File: src/rtl/rbs_pkg.sv
package rbs_pkg;
   typedef enum logic [2:0] {
      BS_HOLD,
      BS_SEQ,
      BS_RD0,
      BS_RD1,
      BS_RUN
   } boot_st_t;
endpackage

File: src/rtl/rbs_sync.sv
module rbs_sync #(
   parameter int STAGES = 2
) (
   input  logic clk,
   input  logic por_n,
   input  logic din,
   output logic dout
);
   if (STAGES < 2) begin : g_bad
      $error("rbs_sync: STAGES must be at least 2");
   end

   logic [STAGES-1:0] chain;

   // reset value 1 models the pull-up on the input
   always_ff @(posedge clk or negedge por_n) begin
      if (!por_n) chain <= '1;
      else        chain <= {chain[STAGES-2:0], din};
   end

   assign dout = chain[STAGES-1];
endmodule

File: src/rtl/rbs_tick.sv
module rbs_tick #(
   parameter int ST_CYCLES = 2
) (
   input  logic clk,
   input  logic por_n,
   input  logic realign,
   output logic tick,
   output logic clkout
);
   localparam int DW   = (ST_CYCLES > 1) ? $clog2(ST_CYCLES) : 1;
   localparam int HALF = ST_CYCLES / 2;

   if (ST_CYCLES < 2 || (ST_CYCLES % 2) != 0) begin : g_bad
      $error("rbs_tick: ST_CYCLES must be even and at least 2");
   end

   logic [DW-1:0] div_cnt;

   always_ff @(posedge clk or negedge por_n) begin
      if (!por_n)                                div_cnt <= '0;
      else if (realign)                          div_cnt <= '0;
      else if (div_cnt == DW'(ST_CYCLES - 1))    div_cnt <= '0;
      else                                       div_cnt <= div_cnt + 1'b1;
   end

   assign tick   = (div_cnt == DW'(ST_CYCLES - 1));
   assign clkout = (div_cnt < DW'(HALF));

   // a restart leaves the clock output in its high phase
   a_r4_realign_high: assert property (@(posedge clk) disable iff (!por_n)
      realign |=> clkout);
endmodule

File: src/rtl/rbs_qual.sv
module rbs_qual #(
   parameter int MIN_LOW_ST = 16
) (
   input  logic clk,
   input  logic por_n,
   input  logic pin_s,
   input  logic tick,
   output logic qualified
);
   localparam int CW = $clog2(MIN_LOW_ST + 1);

   if (MIN_LOW_ST < 1) begin : g_bad
      $error("rbs_qual: MIN_LOW_ST must be at least 1");
   end

   logic [CW-1:0] low_cnt;

   always_ff @(posedge clk or negedge por_n) begin
      if (!por_n)                    low_cnt <= '0;
      else if (pin_s)                low_cnt <= '0;
      else if (tick && !qualified)   low_cnt <= low_cnt + 1'b1;
   end

   assign qualified = (low_cnt == CW'(MIN_LOW_ST));

   // a high input restarts the width measurement
   a_r2_restart_on_high: assert property (@(posedge clk) disable iff (!por_n)
      pin_s |=> !qualified);
   // once qualified, a low input keeps the reset recognized
   a_r3_qual_persists: assert property (@(posedge clk) disable iff (!por_n)
      (qualified && !pin_s) |=> qualified);
endmodule

File: src/rtl/rbs_seq.sv
module rbs_seq
   import rbs_pkg::*;
#(
   parameter int          ADDR_W     = 16,
   parameter int          DATA_W     = 16,
   parameter int          SEQ_ST     = 10,
   parameter logic [15:0] CFG_ADDR0  = 16'h2018,
   parameter logic [15:0] CFG_ADDR1  = 16'h201A,
   parameter logic [15:0] START_ADDR = 16'h2080
) (
   input  logic              clk,
   input  logic              por_n,
   input  logic              pin_s,
   input  logic              tick,
   input  logic              qualified,
   output logic              realign,
   output logic              core_rst_n,
   output logic              psw_clr,
   output logic              rd_req,
   output logic [ADDR_W-1:0] rd_addr,
   input  logic              rd_valid,
   input  logic [DATA_W-1:0] rd_data,
   output logic [DATA_W-1:0] cfg0,
   output logic [DATA_W-1:0] cfg1,
   output logic              start_vld,
   output logic [ADDR_W-1:0] start_addr
);
   localparam int SW = $clog2(SEQ_ST);

   if (SEQ_ST < 5) begin : g_bad
      $error("rbs_seq: SEQ_ST must be at least 5");
   end

   boot_st_t      state;
   logic [SW-1:0] st_cnt;
   logic          in_boot;

   assign in_boot = (state == BS_SEQ) || (state == BS_RD0) || (state == BS_RD1);

   always_ff @(posedge clk or negedge por_n) begin
      if (!por_n) begin
         state     <= BS_HOLD;
         st_cnt    <= '0;
         cfg0      <= '0;
         cfg1      <= '0;
         start_vld <= 1'b0;
      end else begin
         start_vld <= 1'b0;
         if (in_boot && !pin_s) begin
            state <= BS_HOLD;
         end else begin
            case (state)
               BS_HOLD: if (pin_s) begin
                  state  <= BS_SEQ;
                  st_cnt <= '0;
               end
               BS_SEQ: if (tick) begin
                  if (st_cnt == SW'(1)) begin
                     state  <= BS_RD0;
                     st_cnt <= SW'(2);
                  end else if (st_cnt == SW'(3)) begin
                     state  <= BS_RD1;
                     st_cnt <= SW'(4);
                  end else if (st_cnt == SW'(SEQ_ST - 1)) begin
                     state     <= BS_RUN;
                     start_vld <= 1'b1;
                  end else begin
                     st_cnt <= st_cnt + 1'b1;
                  end
               end
               BS_RD0: if (rd_valid) begin
                  cfg0  <= rd_data;
                  state <= BS_SEQ;
               end
               BS_RD1: if (rd_valid) begin
                  cfg1  <= rd_data;
                  state <= BS_SEQ;
               end
               BS_RUN: if (qualified) state <= BS_HOLD;
               default: state <= BS_HOLD;
            endcase
         end
      end
   end

   assign realign    = (state == BS_HOLD) && pin_s;
   assign core_rst_n = (state == BS_RUN);
   assign psw_clr    = (state == BS_SEQ) && (st_cnt == '0);
   assign rd_req     = (state == BS_RD0) || (state == BS_RD1);
   assign rd_addr    = (state == BS_RD1) ? ADDR_W'(CFG_ADDR1) : ADDR_W'(CFG_ADDR0);
   assign start_addr = ADDR_W'(START_ADDR);

   // status clear only while the core is held
   a_r5_psw_under_reset: assert property (@(posedge clk) disable iff (!por_n)
      psw_clr |-> !core_rst_n);
   // a pending read keeps request and address
   a_r6_read_held: assert property (@(posedge clk) disable iff (!por_n)
      (rd_req && !rd_valid && pin_s) |=> (rd_req && $stable(rd_addr)));
   // every release carries the start strobe
   a_r9_start_on_release: assert property (@(posedge clk) disable iff (!por_n)
      $rose(core_rst_n) |-> start_vld);
   // the strobe lasts one cycle
   a_r9_start_single: assert property (@(posedge clk) disable iff (!por_n)
      start_vld |=> !start_vld);
   // low input during the sequence aborts to the held state
   a_r10_abort: assert property (@(posedge clk) disable iff (!por_n)
      (in_boot && !pin_s) |=> (state == BS_HOLD && !start_vld));
endmodule

File: src/rtl/rbs_boot_seq.sv
module rbs_boot_seq #(
   parameter int          ST_CYCLES   = 2,
   parameter int          MIN_LOW_ST  = 16,
   parameter int          SEQ_ST      = 10,
   parameter int          SYNC_STAGES = 2,
   parameter int          ADDR_W      = 16,
   parameter int          DATA_W      = 16,
   parameter logic [15:0] CFG_ADDR0   = 16'h2018,
   parameter logic [15:0] CFG_ADDR1   = 16'h201A,
   parameter logic [15:0] START_ADDR  = 16'h2080
) (
   input  logic              clk,
   input  logic              por_n,
   input  logic              rst_pin_n,
   output logic              core_rst_n,
   output logic              clkout,
   output logic              psw_clr,
   output logic              rd_req,
   output logic [ADDR_W-1:0] rd_addr,
   input  logic              rd_valid,
   input  logic [DATA_W-1:0] rd_data,
   output logic [DATA_W-1:0] cfg0,
   output logic [DATA_W-1:0] cfg1,
   output logic              start_vld,
   output logic [ADDR_W-1:0] start_addr
);
   logic pin_s, tick, qualified, realign;

   rbs_sync #(.STAGES(SYNC_STAGES)) u_sync (
      .clk(clk), .por_n(por_n), .din(rst_pin_n), .dout(pin_s));

   rbs_tick #(.ST_CYCLES(ST_CYCLES)) u_tick (
      .clk(clk), .por_n(por_n), .realign(realign), .tick(tick), .clkout(clkout));

   rbs_qual #(.MIN_LOW_ST(MIN_LOW_ST)) u_qual (
      .clk(clk), .por_n(por_n), .pin_s(pin_s), .tick(tick), .qualified(qualified));

   rbs_seq #(
      .ADDR_W(ADDR_W), .DATA_W(DATA_W), .SEQ_ST(SEQ_ST),
      .CFG_ADDR0(CFG_ADDR0), .CFG_ADDR1(CFG_ADDR1), .START_ADDR(START_ADDR)
   ) u_seq (
      .clk(clk), .por_n(por_n), .pin_s(pin_s), .tick(tick), .qualified(qualified),
      .realign(realign), .core_rst_n(core_rst_n), .psw_clr(psw_clr),
      .rd_req(rd_req), .rd_addr(rd_addr), .rd_valid(rd_valid), .rd_data(rd_data),
      .cfg0(cfg0), .cfg1(cfg1), .start_vld(start_vld), .start_addr(start_addr));
endmodule

File: config.mk
export PLATFORM = sky130hd
export DESIGN_NAME = rbs_boot_seq
export DESIGN_NICKNAME = d
export VERILOG_FILES = /design/src/rtl/rbs_pkg.sv /design/src/rtl/rbs_sync.sv /design/src/rtl/rbs_tick.sv /design/src/rtl/rbs_qual.sv /design/src/rtl/rbs_seq.sv /design/src/rtl/rbs_boot_seq.sv
export SDC_FILE = /design/constraint.sdc
export NUM_CORES = 1
export LEC_CHECK = 0
export BUFFER_PORTS_ARGS = -buffer_cell sky130_fd_sc_hd__buf_2
export CAP_MARGIN = 20
export CORE_UTILIZATION = 53
export DETAILED_ROUTE_END_ITERATION = 10
export PLACE_DENSITY = 0.83
export SYNTH_ARGS = -nofsm -noshare
export SYNTH_HDL_FRONTEND = slang
export SYNTH_SLANG_ARGS = --single-unit
File: constraint.sdc
create_clock -name clk -period 2.7 [get_ports clk]
set_input_delay 0.27 -clock clk [delete_from_list [all_inputs] [get_ports clk]]
set_output_delay 0.27 -clock clk [all_outputs]
set_load 0.01 [all_outputs]
== Word level (Yosys, flattened, before mapping) ==
Index checks and enable logic that the tools add are counted.
Word-level totals
  register bits after elaboration: 48
  input bits: 20
  logic and storage cells: 73
Cells by class
  add/sub/neg operators: 3
  $lt $le $gt $ge: 1
  eq/ne operators: 16
  multiplexer cells: 26
  bitwise operators: 1
  reductions and logical operators: 18
Operators by type and width (number)
  $mux 3: 8
  $mux 4: 5
  $pmux 3 s4: 1
  $mux 5: 2
  $reduce_and 5->1: 2
  $mux 1: 8
  $pmux 4 s2: 1
  $eq 3x2->1 const B: 2
  $ne 3x1->1 const B: 2
  $reduce_and 3->1: 2
  $add 5x1->5 const B: 1
  $eq 5x5->1 const B: 1
  $ne 5x5->1 const B: 1
  $add 4x1->4 const B: 1
  $eq 4x1->1 const B: 1
  $eq 4x2->1 const B: 1
  $eq 4x4->1 const B: 1
  $logic_and 1x1->1: 4
  $logic_not 4->1: 1
  $ne 2x2->1 const B: 2
  $ne 4x4->1 const B: 1
  $reduce_bool 2->1: 2
  $eq 3x1->1 const B: 1
  $eq 3x3->1 const B: 1
  10 further kinds: 13

== Depth between registers and ports, before layout ==
Gate-level depths: netlist (run 1).
  word-level depth: 7
  gate-level depth with buffers: 7
  gate-level depth less buffers: 6

== By module ==
From an unflattened synthesis (run 1), not the netlist that was laid out.
Unflattened totals
  cells, all modules: 187
  area total of the unflattened synthesis: 2313.5 um^2
Modules (own cells, without submodules)
  rbs_seq: times used 1, cells an instance 155, area each 1948.1 um^2, sequential area each 1001.0 um^2
  rbs_qual: times used 1, cells an instance 27, area each 280.3 um^2, sequential area each 125.1 um^2
  rbs_sync: times used 1, cells an instance 2, area each 52.6 um^2, sequential area each 52.6 um^2
  rbs_tick: times used 1, cells an instance 3, area each 32.5 um^2, sequential area each 25.0 um^2

== Worst setup path after synthesis (run 1) ==
OpenSTA, ideal clock, no wires.
  kind: register -> register
  start point: register u_seq.state[1]
  end point: register u_seq.cfg1[10]
  arrival time: 1.497 ns
  required time: 2.575 ns
  path slack: 1.078 ns
  stages on the path, launching flop included: 8
  path buffers: 3
  period minus slack after synthesis: 1.622 ns
  cell sequence: dfrtp_1 -> buf_6 -> nor2b_4 -> and2_4 -> and3_4 -> buf_6 -> buf_12 -> mux2_4
On the way
  word-level cells in the longest chain between the ends: 6
Ends and longest elaborated chain
  start: declaration: RTL line rbs_seq.sv:34  | boot_st_t state;
  start signal: assignment: RTL line rbs_seq.sv:42  | state <= BS_HOLD;
  start signal: assignment: RTL line rbs_seq.sv:50  | state <= BS_HOLD;
  start signal: assignment: RTL line rbs_seq.sv:54  | state <= BS_SEQ;
  $eq 3x1->1 / $eq 3x2->1 (equally long branches): RTL line rbs_seq.sv:38  | assign in_boot = (state == BS_SEQ) || (state == BS_RD0) || (state == BS_RD1);
  $logic_or 1x1->1 (2 in series): RTL line rbs_seq.sv:38
  $logic_and 1x1->1: RTL line rbs_seq.sv:49  | if (in_boot && !pin_s) begin
  $not 1->1 (no line)
  $reduce_and 3->1 (no line) (*)
  end signal: assignment: RTL line rbs_seq.sv:76  | cfg1 <= rd_data;
  end: declaration: RTL line rbs_seq.sv:24  | output logic [DATA_W-1:0] cfg1,
Mark *: on every way between the ends. The rest lies on a longest branch, timed or not.
A chain may end at the register's enable or synchronous reset.

== Worst setup path in the final report (run 1) ==
  start point: register u_seq.state[0]
  end point: output psw_clr
On the way
  word-level cells in the longest chain between the ends: 2
Ends and longest elaborated chain
  $eq 3x1->1: RTL line rbs_seq.sv:88  | assign psw_clr = (state == BS_SEQ) && (st_cnt == '0);
  $logic_and 1x1->1: RTL line rbs_seq.sv:88
  end: declaration: RTL line rbs_boot_seq.sv:17  | output logic psw_clr,
Every way passes these cells.

==> key figures, run 1 <==
Outcome
  • Result of the run: finished clean

Synthesis
  • Area share of the largest cell type after synthesis: around half
  • Most area-consuming cells after synthesis: dfrtp_1 48%, mux2_2 10%, buf_4 10%, mux2_4 6.3%, ha_1 2.6%
  • Simple-gate share of the synthesized area: roughly 11%
  • Average cell area after synthesis: between 10 and 15 µm²
  • #FFs+latches synth: between 40 and 50
  • Synth unique cells: 41
  • Top FF cell, synth: dfrtp_1
  • Cell type with the highest aggregate area in the netlist: dfrtp_1
  • EDFF count, synth: 0
  • Fraction of synthesis flops using an asynchronous set or reset pin: between 90% and 100%
  • Xor and xnor fraction of the mapped netlist area: between 1 and 1.5%
  • Synthesized cell area: 0.00239 mm²
  • Compound-cell area share of the yosys netlist: between 3 and 4%
  • Portion of the post-synthesis area used by sequential elements: around half
  • Count of yosys warnings during synthesis: 0
  • Post-synthesis adder-cell area fraction: between 2 and 3%
  • Post-synthesis mux area share: between 15 and 20%
  • Main combinational cell family by area after synthesis: multiplexers
  • Number of instances in the synthesized netlist: ~200

Timing
  • Final period util: between 70% and 80%
  • Largest clock skew in the final design: 0.0106 ns
  • Hold Fails Final Rpt: 0
  • Final slew viol count: 0
  • Final setup violation count: 0
  • Peak clock frequency supported by timing: between 500 and 600 MHz
  • Slew Limit Headroom: 66.5%
  • Post-layout minimum cycle time: about 2.0 ns
  • Setup repair after global routing missed its margin: no
  • Worst-margin pin slew: 0.499 ns
  • Post-Route Setup TNS: 0 ns

Global routing
  • Largest net degree at the start of global routing: 49
  • Wire length of the first global-routing pass: between 6000 and 7000 µm
  • Total GRT Usage: 18.2%
  • Number of global-route vias before repair: 1,416
  • Aggregate global routing overflow: 0
  • Antenna violations before repair: 0

Clock network
  • Largest buffer count on any clock path: 2
  • Sink count of the clock tree: 48
  • Root buffer cell: clkbuf_8
  • CTS H-Tree Depth: 2
  • Clk slew on worst S/H paths: roughly 0.07 ns
  • CTS tree: built
  • Resized Gates After CTS: 0
  • Later-pin clock latency in the skew report: about 0.3 ns
  • Clock buffers created by TritonCTS: 5

Place
  • DP Area: around 0.0026 mm²
  • Final weighted congestion of routability-driven global placement: 0.915
  • Number of input and output port buffers inserted: 57
  • Total half-perimeter wirelength after legalization and detailed placement: between 2000 and 3000 µm
  • Placed cell count: 297

Setup path
  • Count of cells along the worst register-to-register path: 4
  • Launching element type of the critical path: register
  • End of the worst register-to-register path: u_seq.cfg1[2]
  • Endpoint type of the worst setup path: output port
  • Worst flop-to-flop path startpoint: u_seq.state[1]
  • Type of the worst setup path: reg -> out
  • Setup slack of the most critical reg-to-reg path: around 1.0 ns
  • Data required time of the worst path: roughly 2.4 ns
  • Crit path buf inv count: 2
  • Largest driver fanout on the critical path: 9
  • Slowest stage cell, crit path: dfrtp_1
  • Peak per-stage delay on the critical path: just under 0.5 ns
  • CP top delay family: simple AND/OR/NAND/NOR gates
  • Cell-by-cell trace of the critical path: inv_1 -> nor3_1 -> and3_1 -> buf_2
  • Arrival time at the worst endpoint: roughly 1.7 ns

Floorplan
  • Width of the chip: between 60 and 70 µm
  • Starting density of the core: between 50% and 60%
  • Top-level port count: between 80 and 90
  • Die Height: just under 70 µm
  • Die area: between 0.004 and 0.005 mm²
  • Standard-cell row count: 24
  • Core Region: between 0.004 and 0.005 mm²

Finish
  • Layout cell share with drive strength beyond 1: 41.2%
  • # diodes: 0
  • Area growth, synth to finish: 12.6%
  • Nets: ~280
  • Number of fill cells: between 300 and 400
  • Final Instance Count excl. Fillers: 307
  • Total non-filler cell area in the finished layout: 0.00270 mm²

Drt
  • Detailed-route via count: ~1,500
  • Routed wirelength normalized by instance count: ~13 µm
  • Iteration-0 DRC Markers: around 50
  • Antenna Nets Post-Route: 0
  • Routed wire length: roughly 4000 µm
  • Post-detailed-route via-to-cell ratio: roughly 5.0
  • First-pass iteration count of the detailed router: 4
  • Remaining design rule violation count: 0

Job
  • Max Cap Viol: 0

Power
  • LEAKAGE: between 1 and 1.5 nW
  • Maximum ir drop on the vdd rail: about 550 µV
  • Power per Cell Area: between 900 and 1000 mW/mm²
  • Total power draw: between 0.002 and 0.003 W

Worst hold path
  • Hold Crit Depth: 1
  • Class of the tightest hold or removal check: in -> reg
  • Startpoint of the lowest-slack hold path: rst_pin_n
  • Hold path endpoint: u_sync.chain[0]
[worst max-delay path by stage]
stage | startpoint | end | slack (ns) | cells after the start
after floorplan | u_seq.state[1] | u_seq.cfg1[10] | 1.08 | 7
after global placement | u_seq.state[1] | u_seq.cfg1[4] | 1.04 | 4
after detailed placement | u_seq.state[1] | u_seq.cfg1[2] | 1.01 | 4
after CTS | u_seq.state[0] | psw_clr | 0.74 | 4
after global routing | u_seq.state[0] | psw_clr | 0.61 | 4
final | u_seq.state[0] | psw_clr | 0.72 | 4
[logic make-up after synthesis]
| kind of cell | count (synthesis) |
|---|---|
| AOI/OAI and AO/OA | 14 |
| xor gates and xnor gates | 4 |
| adders and majority gates | 5 |
| buffers and inverters | 45 |
| DFF | 48 |
| muxes | 32 |
| other | 2 |
| and+or+nand+nor | 46 |
[worst reg2reg max path, cell delays in order, from the launching register on]
cell and delay (ns):
dfrtp_1 0.48, nor2b_4 0.21, and2_4 0.15, and3_4 0.37, mux2_2 0.38
[sequential cells by signal (all words and copies together) (netlist names)]
| register | count |
|---|---|
| u_tick.tick | 1 |
| u_seq.st_cnt | 4 |
| u_seq.cfg0 | 16 |
| u_seq.cfg1 | 16 |
| u_qual.low_cnt | 5 |
| u_sync.chain | 2 |
| u_seq.start_vld | 1 |
| u_seq.state | 3 |
[cell usage in the layout, fill, tap and decap left out, drive strengths merged, types with 2 or more instances in the layout]
cell	Yosys	routed
mux2	32	32
inv	7	7
nor2	11	11
clkbuf	1	6
dfrtp	46	46
nand3	5	5
ha	5	5
o31ai	3	3
nand4b	2	2
and3	3	3
xor2	3	3
nor2b	3	3
conb	2	31
dfstp	2	2
nand4	3	3
a21oi	3	3
o21ai	5	5
and2	2	2
nor3	2	2
buf	37	59
nand2	6	6
nand3b	2	2
[final cells by class]
type / instances / area, µm² / area share, %
repair buffers: 60 / 323 / 12.0
clock buffers: 6 / 72.6 / 2.69
inverters: 7 / 26.3 / 0.974
flip-flops and latches: 48 / 1200 / 44.6
well taps: 52 / 65.1 / 2.41
clock inverters: 2 / 35.0 / 1.30
multi-input cells: 132 / 971 / 36.0
[repair_timing]
action	CTS	global route
hold buffers	0	1
endpoints found under the hold margin	0	7
buffers inserted	0	0
[stage by stage]
stage,setup WS [ns],hold slack [ns],util [%]
floorplan,1.08,-0.0256,-
global placement,1.04,0.348,58.8
detailed placement,1.01,0.351,58.8
CTS,0.736,0.0596,61.2
global route,0.611,0.0576,61.9
finish,0.725,0.0723,61.9
[Yosys cell counts, types with 3 or more instances]
| cell | instances |
|---|---|
| nand4_1 | 3 |
| mux2_4 | 10 |
| mux2_2 | 22 |
| o31ai_1 | 3 |
| dfrtp_1 | 46 |
| inv_1 | 7 |
| nand2_1 | 6 |
| xor2_1 | 3 |
| buf_4 | 32 |
| a21oi_1 | 3 |
| nor2_1 | 10 |
| buf_6 | 3 |
| nand3_1 | 5 |
| ha_1 | 5 |
| o21ai_0 | 5 |
[power by group]
part | switching [W] | total, W | internal [W]
Combinational | 0.000423 | 0.000885 | 0.000462
Clock | 0.000224 | 0.000498 | 0.000275
Sequential | 0.000175 | 0.00115 | 0.000973
Total | 0.000822 | 0.00253 | 0.00171
[routing by layer]
metal	vias up	global-route usage (%)	part of all wire [%]
met5	-	0	0
met4	0	7.48	1.8
met3	4	5.38	5.9
met2	62	27.9	48
met1	751	24.1	45
li1	715	-	-
No activity file was read; power rests on OpenSTA's default activity.
==> inputs of run 2 (changes only) <==
--- a/config.mk
+++ b/config.mk
@@ -7,9 +7,9 @@
 export LEC_CHECK = 0
 export BUFFER_PORTS_ARGS = -buffer_cell sky130_fd_sc_hd__buf_2
 export CAP_MARGIN = 20
-export CORE_UTILIZATION = 53
+export CORE_UTILIZATION = 44
 export DETAILED_ROUTE_END_ITERATION = 10
-export PLACE_DENSITY = 0.83
+export PLACE_DENSITY = 0.73
 export SYNTH_ARGS = -nofsm -noshare
 export SYNTH_HDL_FRONTEND = slang
 export SYNTH_SLANG_ARGS = --single-unit
==> constraint.sdc (replaced) <==
create_clock -name clk -period 1.78 [get_ports clk]
set_input_delay 0.178 -clock clk [delete_from_list [all_inputs] [get_ports clk]]
set_output_delay 0.178 -clock clk [all_outputs]
set_load 0.01 [all_outputs]
==> run 2 against run 1 <==
- critical path depth did not move
- largest power group unchanged
- sequential share of layout area is 1.2 points lower
- total power rose by 52%
- flip-flop and latch count is the same
- sequential power is 49% higher
- critical path type unchanged
- routed wire length rose by 4.9%
- global-route usage decreased by 2.3 points
- largest cell class unchanged
- highest routed layer unchanged
- clock skew down 0.0060 ns
- register-to-register slack worse by 0.86 ns
- core utilization decreased by 8.3 points
- final area rose by 2.8%
- hold slack improved by 0.044 ns
==> key figures, run 2 (synthesis results as in run 1) <==
Outcome
  • Result of the run: finished clean (unchanged)

Setup path
  • CP top delay family: simple AND/OR/NAND/NOR gates (unchanged)
  • Endpoint type of the worst setup path: output port (unchanged)
  • Launching element type of the critical path: register (unchanged)
  • Slowest stage cell, crit path: dfrtp_2 (was dfrtp_1)
  • Cell-by-cell trace of the critical path: inv_1 -> nor3_1 -> and3_1 -> buf_2 (unchanged)
  • Largest driver fanout on the critical path: 9 (unchanged)
  • Data required time of the worst path: 1.60 ns (was 2.43 ns)
  • Crit path buf inv count: 2 (unchanged)
  • Peak per-stage delay on the critical path: 0.45 ns (was 0.49 ns)
  • Arrival time at the worst endpoint: 1.47 ns (was 1.71 ns)
  • Type of the worst setup path: reg -> out (unchanged)

Finish
  • Number of fill cells: 461 (was 359)
  • Largest registers: u_seq.cfg0 x16, u_seq.cfg1 x16, u_qual.low_cnt x5 (unchanged)
  • Sequential cell area in the final layout: 0.00120 mm² (about the same)
  • Top library cells by usage in the layout, fill and taps aside: 57 x buf_2, 45 x dfrtp_1, 31 x conb_1 (was 57 x buf_2, 46 x dfrtp_1, 31 x conb_1)
  • # diodes: 0 (unchanged)
  • Nets: 287 (was 279)
  • Final Instance Count excl. Fillers: 333 (was 307)
  • Most common cell after layout, fill and taps aside: buf_2 (unchanged)
  • Layout cell share with drive strength beyond 1: 43.3% (was 41.2%)
  • Total area of multi-input combinational cells: 971 µm² (unchanged)
  • Area growth, synth to finish: 15.8% (was 12.6%)

Drt
  • First-pass iteration count of the detailed router: 4 (unchanged)
  • Routed wirelength normalized by instance count: 12.7 µm (was 13.2 µm)
  • Routed wire length: 4240 µm (was 4040 µm)
  • Antenna Nets Post-Route: 0 (unchanged)
  • Post-detailed-route via-to-cell ratio: 4.59 (was 4.99)
  • Iteration-0 DRC Markers: 84 (was 51)
  • Detailed-route via count: 1,529 (was 1,532)
  • Remaining design rule violation count: 0 (unchanged)

Global routing
  • Antenna violations before repair: 0 (unchanged)
  • Total GRT Usage: 15.9% (was 18.2%)
  • Aggregate global routing overflow: 0 (unchanged)
  • Wire length of the first global-routing pass: 6620 µm (was 6780 µm)
  • Largest net degree at the start of global routing: 27 (was 49)
  • Number of global-route vias before repair: 1,352 (was 1,416)

Clock network
  • Sink count of the clock tree: 48 (unchanged)
  • Largest buffer count on any clock path: 2 (unchanged)
  • CTS H-Tree Depth: 2 (unchanged)
  • Later-pin clock latency in the skew report: 0.30 ns (about the same)
  • Root buffer cell: clkbuf_8 (unchanged)
  • Post-CTS Setup Repair Bufs: 0 (unchanged)
  • Clk slew on worst S/H paths: 0.09 ns (was 0.07 ns)
  • CTS tree: built (unchanged)
  • Clock buffers created by TritonCTS: 5 (unchanged)

Timing
  • Post-Route Setup TNS: 0 ns (unchanged)
  • Final period util: roughly 92%
  • Hold Fails Final Rpt: 0 (unchanged)
  • Final slew viol count: 0 (unchanged)
  • Worst setup slack after layout: 0.135 ns (was 0.725 ns)
  • Setup repair after global routing missed its margin: no (unchanged)
  • Peak clock frequency supported by timing: 608 MHz
  • Largest clock skew in the final design: 0.00460 ns (was 0.0106 ns)
  • Post-layout minimum cycle time: about 1.6 ns
  • Slew Limit Headroom: 59.2% (was 66.5%)
  • Worst-margin pin slew: 0.612 ns (was 0.499 ns)
  • Final setup violation count: 0 (unchanged)

Power
  • Internal Dissipation: 0.00255 W (was 0.00171 W)
  • Maximum ir drop on the vdd rail: 702 µV (was 551 µV)
  • Clk network pwr share: 17.6% (was 19.7%)
  • Proportion of power drawn by flip-flops and latches: 44.5% (was 45.4%)
  • Combinational fraction of design power: 37.9% (was 35.0%)
  • LEAKAGE: 1.48 nW (was 1.45 nW)
  • Switching power: 0.00130 W (was 0.000822 W)
  • Power per Cell Area: 1390 mW/mm² (was 939 mW/mm²)
  • Switching portion of total power: 33.7% (was 32.5%)

Floorplan
  • Width of the chip: 75.8 µm (was 69.2 µm)
  • Standard-cell row count: 26 (was 24)
  • Die Height: 75.8 µm (was 69.2 µm)
  • Starting density of the core: 46.3% (was 55.0%)
  • Top-level port count: 89 (unchanged)
  • Die area: 0.00574 mm² (was 0.00479 mm²)
  • Core Region: 0.00517 mm² (was 0.00435 mm²)

Place
  • Final weighted congestion of routability-driven global placement: 0.823 (was 0.915)
  • Placed cell count: 323 (was 297)
  • Number of input and output port buffers inserted: 57 (unchanged)
  • DP Worst Slack: 0.150 ns (was 1.01 ns)
  • Total half-perimeter wirelength after legalization and detailed placement: 3170 µm (was 2810 µm)

Worst hold path
  • Class of the tightest hold or removal check: in -> reg (unchanged)

Job
  • Max Cap Viol: 0 (unchanged)
run 2: cell types whose count changed in the layout (fill, tap and decap cells not counted), sizes merged:
cell	change
buf	+7
bufinv	-1
clkinv	-1
clkinvlp	+2
dlygate4sd3	+1
run 2: path summary, 6_finish.rpt:
kind / from / end / slack (ns) / cells past startpoint
setup / recovery: u_seq.state[0] / psw_clr / 0.14 / 4
hold / removal: rd_data[14] / u_seq.cfg1[14] / 0.12 / 2
setup reg to reg: u_seq.state[2] / u_seq.cfg1[15] / 0.15 / 4
hold reg to reg: u_sync.chain[0] / u_sync.chain[1] / 0.36 / 0
max in group asynchronous: por_n / u_seq.cfg1[10] / 0.83 / 3
min in group asynchronous: por_n / u_seq.state[1] / 0.43 / 2
run 2: power groups by stage:
stage	Combinational, W	Clock, W	Sequential, W
finish	0.00146	0.000679	0.00171
global route	0.00162	0.000750	0.00177
CTS	0.00148	0.000700	0.00171
detailed placement	0.00147	0	0.00173
global placement	0.00142	0	0.00173
floorplan	0.000821	0	0.00185
run 2: per-stage QoR:
stage / util, % / power (W) / cell area [µm²] / hold slack (ns)
5_1_grt: 53.6 / 0.00414 / 2770 / 0.102
6_report: 53.6 / 0.00385 / 2770 / 0.117
2_1_floorplan: - / 0.00267 / 2500 / -0.118
3_5_place_dp: 51.3 / 0.00320 / 2650 / 0.230
3_3_place_gp: 51.3 / 0.00314 / 2650 / 0.228
4_1_cts: 53.6 / 0.00389 / 2770 / 0.110
run 2: layout make-up:
type / count / share of cell area, %
Clock buffer: 6 / 2.98
Clock inverter: 2 / 0.542
Inverter: 7 / 0.948
Multi-Input combinational cell: 132 / 35.0
Sequential cell: 48 / 43.5
Tap cell: 70 / 3.16
Timing Repair Buffer: 68 / 13.9
run 2: repair_timing:
item                                    in CTS  in global routing
endpoints found under the setup margin       0                  1
resized for setup                            0                  1
hold buffers                                 2                  0
endpoints found under the hold margin       24                  0
run 2: layer usage:
| metal | vias up | share of wire, % | track usage (%) |
|---|---|---|---|
| met1 | 729 | 46 | 21.2 |
| met4 | 0 | 1.3 | 6.79 |
| li1 | 740 | - | - |
| met2 | 56 | 47 | 23.9 |
| met3 | 4 | 5.6 | 4.76 |
| met5 | - | 0 | 0 |
run 2: worst reg2reg max path, cell delays in order (launching register included):
cell and delay (ns):
dfrtp_1 0.47, nor2b_4 0.16, and2_4 0.15, and3_4 0.37, mux2_2 0.38
==> inputs of run 3 (changes only) <==
--- a/config.mk
+++ b/config.mk
@@ -7,9 +7,10 @@
 export LEC_CHECK = 0
 export BUFFER_PORTS_ARGS = -buffer_cell sky130_fd_sc_hd__buf_2
 export CAP_MARGIN = 20
-export CORE_UTILIZATION = 44
+export CORE_UTILIZATION = 49
 export DETAILED_ROUTE_END_ITERATION = 10
-export PLACE_DENSITY = 0.73
+export PLACE_DENSITY = 0.78
 export SYNTH_ARGS = -nofsm -noshare
 export SYNTH_HDL_FRONTEND = slang
 export SYNTH_SLANG_ARGS = --single-unit
+export TNS_END_PERCENT = 5
==> constraint.sdc (replaced) <==
create_clock -name clk -period 1.8 [get_ports clk]
set_input_delay 0.18 -clock clk [delete_from_list [all_inputs] [get_ports clk]]
set_output_delay 0.18 -clock clk [all_outputs]
set_load 0.01 [all_outputs]
==> run 3 against run 2 <==
- combinational power about the same
- non-clock buffer count fell by 1
- flip-flop and latch count unchanged
- register-to-register slack better by 0.02 ns
- clock-buffer cell count did not move
- global-route usage increased by 1.5 points
- final area about the same
- core utilization rose by 5.1 points
- die area shrank 9.9%
- hold slack improved by 0.0021 ns
- largest cell class unchanged
- largest power group unchanged
==> key figures, run 3 (synthesis results as in run 1) <==
Finish
  • Most common cell after layout, fill and taps aside: buf_2 (unchanged)
  • Layout cell share with drive strength beyond 1: 42.7% (was 43.3%)
  • Top library cells by usage in the layout, fill and taps aside: 57 x buf_2, 45 x dfrtp_1, 31 x conb_1 (unchanged)
  • Nets: 286 (was 287)
  • Total area of multi-input combinational cells: 971 µm² (unchanged)
  • Post-Route Utilization: 58.7% (was 53.6%)
  • Area growth, synth to finish: 15.7% (was 15.8%)
  • Largest registers: u_seq.cfg0 x16, u_seq.cfg1 x16, u_qual.low_cnt x5 (unchanged)
  • # diodes: 0 (unchanged)
  • Number of fill cells: 416 (was 461)
  • Sequential cell area in the final layout: 0.00120 mm² (unchanged)
  • Final Instance Count excl. Fillers: 329 (was 333)

Setup path
  • Peak per-stage delay on the critical path: 0.46 ns (was 0.45 ns)
  • Largest driver fanout on the critical path: 9 (unchanged)
  • Crit path buf inv count: 2 (unchanged)
  • Count of cells along the worst register-to-register path: 4 (unchanged)
  • Endpoint type of the worst setup path: output port (unchanged)
  • Data required time of the worst path: 1.62 ns (was 1.60 ns)
  • Arrival time at the worst endpoint: 1.49 ns (was 1.47 ns)
  • Type of the worst setup path: reg -> out (unchanged)
  • Cell-by-cell trace of the critical path: inv_1 -> nor3_1 -> and3_1 -> buf_2 (unchanged)
  • Worst flop-to-flop path startpoint: u_seq.state[2] (unchanged)
  • Setup slack of the most critical reg-to-reg path: 0.17 ns (was 0.15 ns)
  • Launching element type of the critical path: register (unchanged)
  • Slowest stage cell, crit path: dfrtp_2 (unchanged)
  • CP top delay family: simple AND/OR/NAND/NOR gates (unchanged)
  • End of the worst register-to-register path: u_seq.cfg1[4] (was u_seq.cfg1[15])

Floorplan
  • Die area: 0.00517 mm² (was 0.00574 mm²)
  • Core Region: 0.00472 mm² (was 0.00517 mm²)
  • Top-level port count: 89 (unchanged)
  • Standard-cell row count: 25 (was 26)
  • Width of the chip: 71.9 µm (was 75.8 µm)
  • Starting density of the core: 50.7% (was 46.3%)
  • Die Height: 71.9 µm (was 75.8 µm)

Timing
  • Hold Fails Final Rpt: 0 (unchanged)
  • Peak clock frequency supported by timing: roughly 600 MHz
  • Largest clock skew in the final design: 0.00407 ns (was 0.00460 ns)
  • Final slew viol count: 0 (unchanged)
  • Setup repair after global routing missed its margin: no (unchanged)
  • Post-Route Setup TNS: 0 ns (unchanged)
  • Final period util: 92.8%
  • Final setup violation count: 0 (unchanged)
  • Worst setup slack after layout: 0.130 ns (was 0.135 ns)
  • Post-layout minimum cycle time: between 1.5 and 2 ns

Power
  • Total power draw: 0.00390 W (was 0.00385 W)
  • LEAKAGE: 1.48 nW (about the same)
  • Power per Cell Area: 1410 mW/mm² (was 1390 mW/mm²)
  • Maximum ir drop on the vdd rail: 717 µV (was 702 µV)

Worst hold path
  • Startpoint of the lowest-slack hold path: rd_data[9] (was rd_data[14])
  • Hold Crit Depth: 2 (unchanged)
  • Class of the tightest hold or removal check: in -> reg (unchanged)
  • Hold path endpoint: u_seq.cfg1[9] (was u_seq.cfg1[14])

Place
  • DP Worst Slack: 0.178 ns (was 0.150 ns)
  • Placed cell count: 319 (was 323)
  • Total half-perimeter wirelength after legalization and detailed placement: 3130 µm (was 3170 µm)
  • Number of input and output port buffers inserted: 57 (unchanged)
  • Final weighted congestion of routability-driven global placement: 0.804 (was 0.823)

Drt
  • Routed wirelength normalized by instance count: 13.0 µm (was 12.7 µm)
  • Iteration-0 DRC Markers: 68 (was 84)
  • Remaining design rule violation count: 0 (unchanged)
  • Antenna Nets Post-Route: 0 (unchanged)
  • Routed wire length: 4280 µm (was 4240 µm)
  • First-pass iteration count of the detailed router: 6 (was 4)
  • Post-detailed-route via-to-cell ratio: 4.81 (was 4.59)
  • Detailed-route via count: 1,581 (was 1,529)

Global routing
  • Number of global-route vias before repair: 1,437 (was 1,352)
  • Total GRT Usage: 17.3% (was 15.9%)
  • Aggregate global routing overflow: 0 (unchanged)
  • Wire length of the first global-routing pass: 6770 µm (was 6620 µm)
  • Antenna violations before repair: 0 (unchanged)
  • Largest net degree at the start of global routing: 22 (was 27)

Clock network
  • Later-pin clock latency in the skew report: 0.30 ns (about the same)
  • Clk slew on worst S/H paths: 0.08 ns (was 0.09 ns)
  • CTS tree: built (unchanged)
  • Root buffer cell: clkbuf_8 (unchanged)
  • Clock buffers created by TritonCTS: 5 (unchanged)
  • Largest buffer count on any clock path: 2 (unchanged)
  • CTS H-Tree Depth: 2 (unchanged)
  • Sink count of the clock tree: 48 (unchanged)
  • Post-CTS Setup Repair Bufs: 0 (unchanged)

Outcome
  • Result of the run: finished clean (unchanged)

Job
  • Max Cap Viol: 0 (unchanged)
==> run 3: changes by cell type in the layout (fill, tap and decap cells not counted) <==
cell | previous run | this run
clkinvlp_4 | 2 | 0
buf_4 | 8 | 7
bufinv_16 | 0 | 1
clkbuf_1 | 0 | 1
clkbuf_8 | 6 | 5
clkinv_2 | 0 | 1
==> run 3: power breakdown <==
group / total [W] / internal [W] / switching, W
Combinational: 0.00143 / 0.000742 / 0.000686
Clock: 0.000766 / 0.000412 / 0.000354
Sequential: 0.00170 / 0.00146 / 0.000239
==> run 3: cell type report <==
type / instances / area share [%]
clock inverter: 2 / 1.26
clock buffer: 6 / 2.62
sequential: 48 / 43.5
inverter: 7 / 0.948
tap: 67 / 3.02
multi-input combinational: 132 / 35.0
timing repair buffer: 67 / 13.6
==> run 3: how the worst max path moves through the flow <==
stage / cells after the start / slack, ns / endpoint / start
global route: 4 / 0.03 / psw_clr / u_seq.state[0]
detailed placement: 4 / 0.18 / u_seq.cfg1[3] / u_seq.state[2]
finish: 4 / 0.13 / psw_clr / u_seq.state[0]
global placement: 4 / 0.23 / u_seq.cfg1[4] / u_seq.state[2]
floorplan: 7 / 0.18 / u_seq.cfg1[10] / u_seq.state[1]
CTS: 4 / 0.05 / psw_clr / u_seq.state[0]
==> run 3: worst reg2reg max path: cells and delay by family (launching register included) <==
family           cells  cell delay [ns]
flip-flops           1             0.47
multiplexers         1             0.38
AND/OR/NAND/NOR      3             0.67
==> run 3: through the flow <==
stage                     hold slack (ns)  cell area, µm²
final                               0.119            2770
after global placement              0.160            2640
after CTS                           0.109            2770
after detailed placement            0.163            2640
after floorplan                    -0.116            2500
after global routing                0.107            2770
==> run 3: what timing repair did <==
action                                  4_1_cts  5_1_grt
hold endpoints to repair                     18        0
hold buffers                                  2        0
resized for setup                             0        1
endpoints found under the setup margin        0        1
==> run 3: layer usage <==
metal	track usage, %	wire [µm]
met1	22.0	1850
met2	27.9	2090
met3	6.39	291
met4	5.23	51
met5	0	0
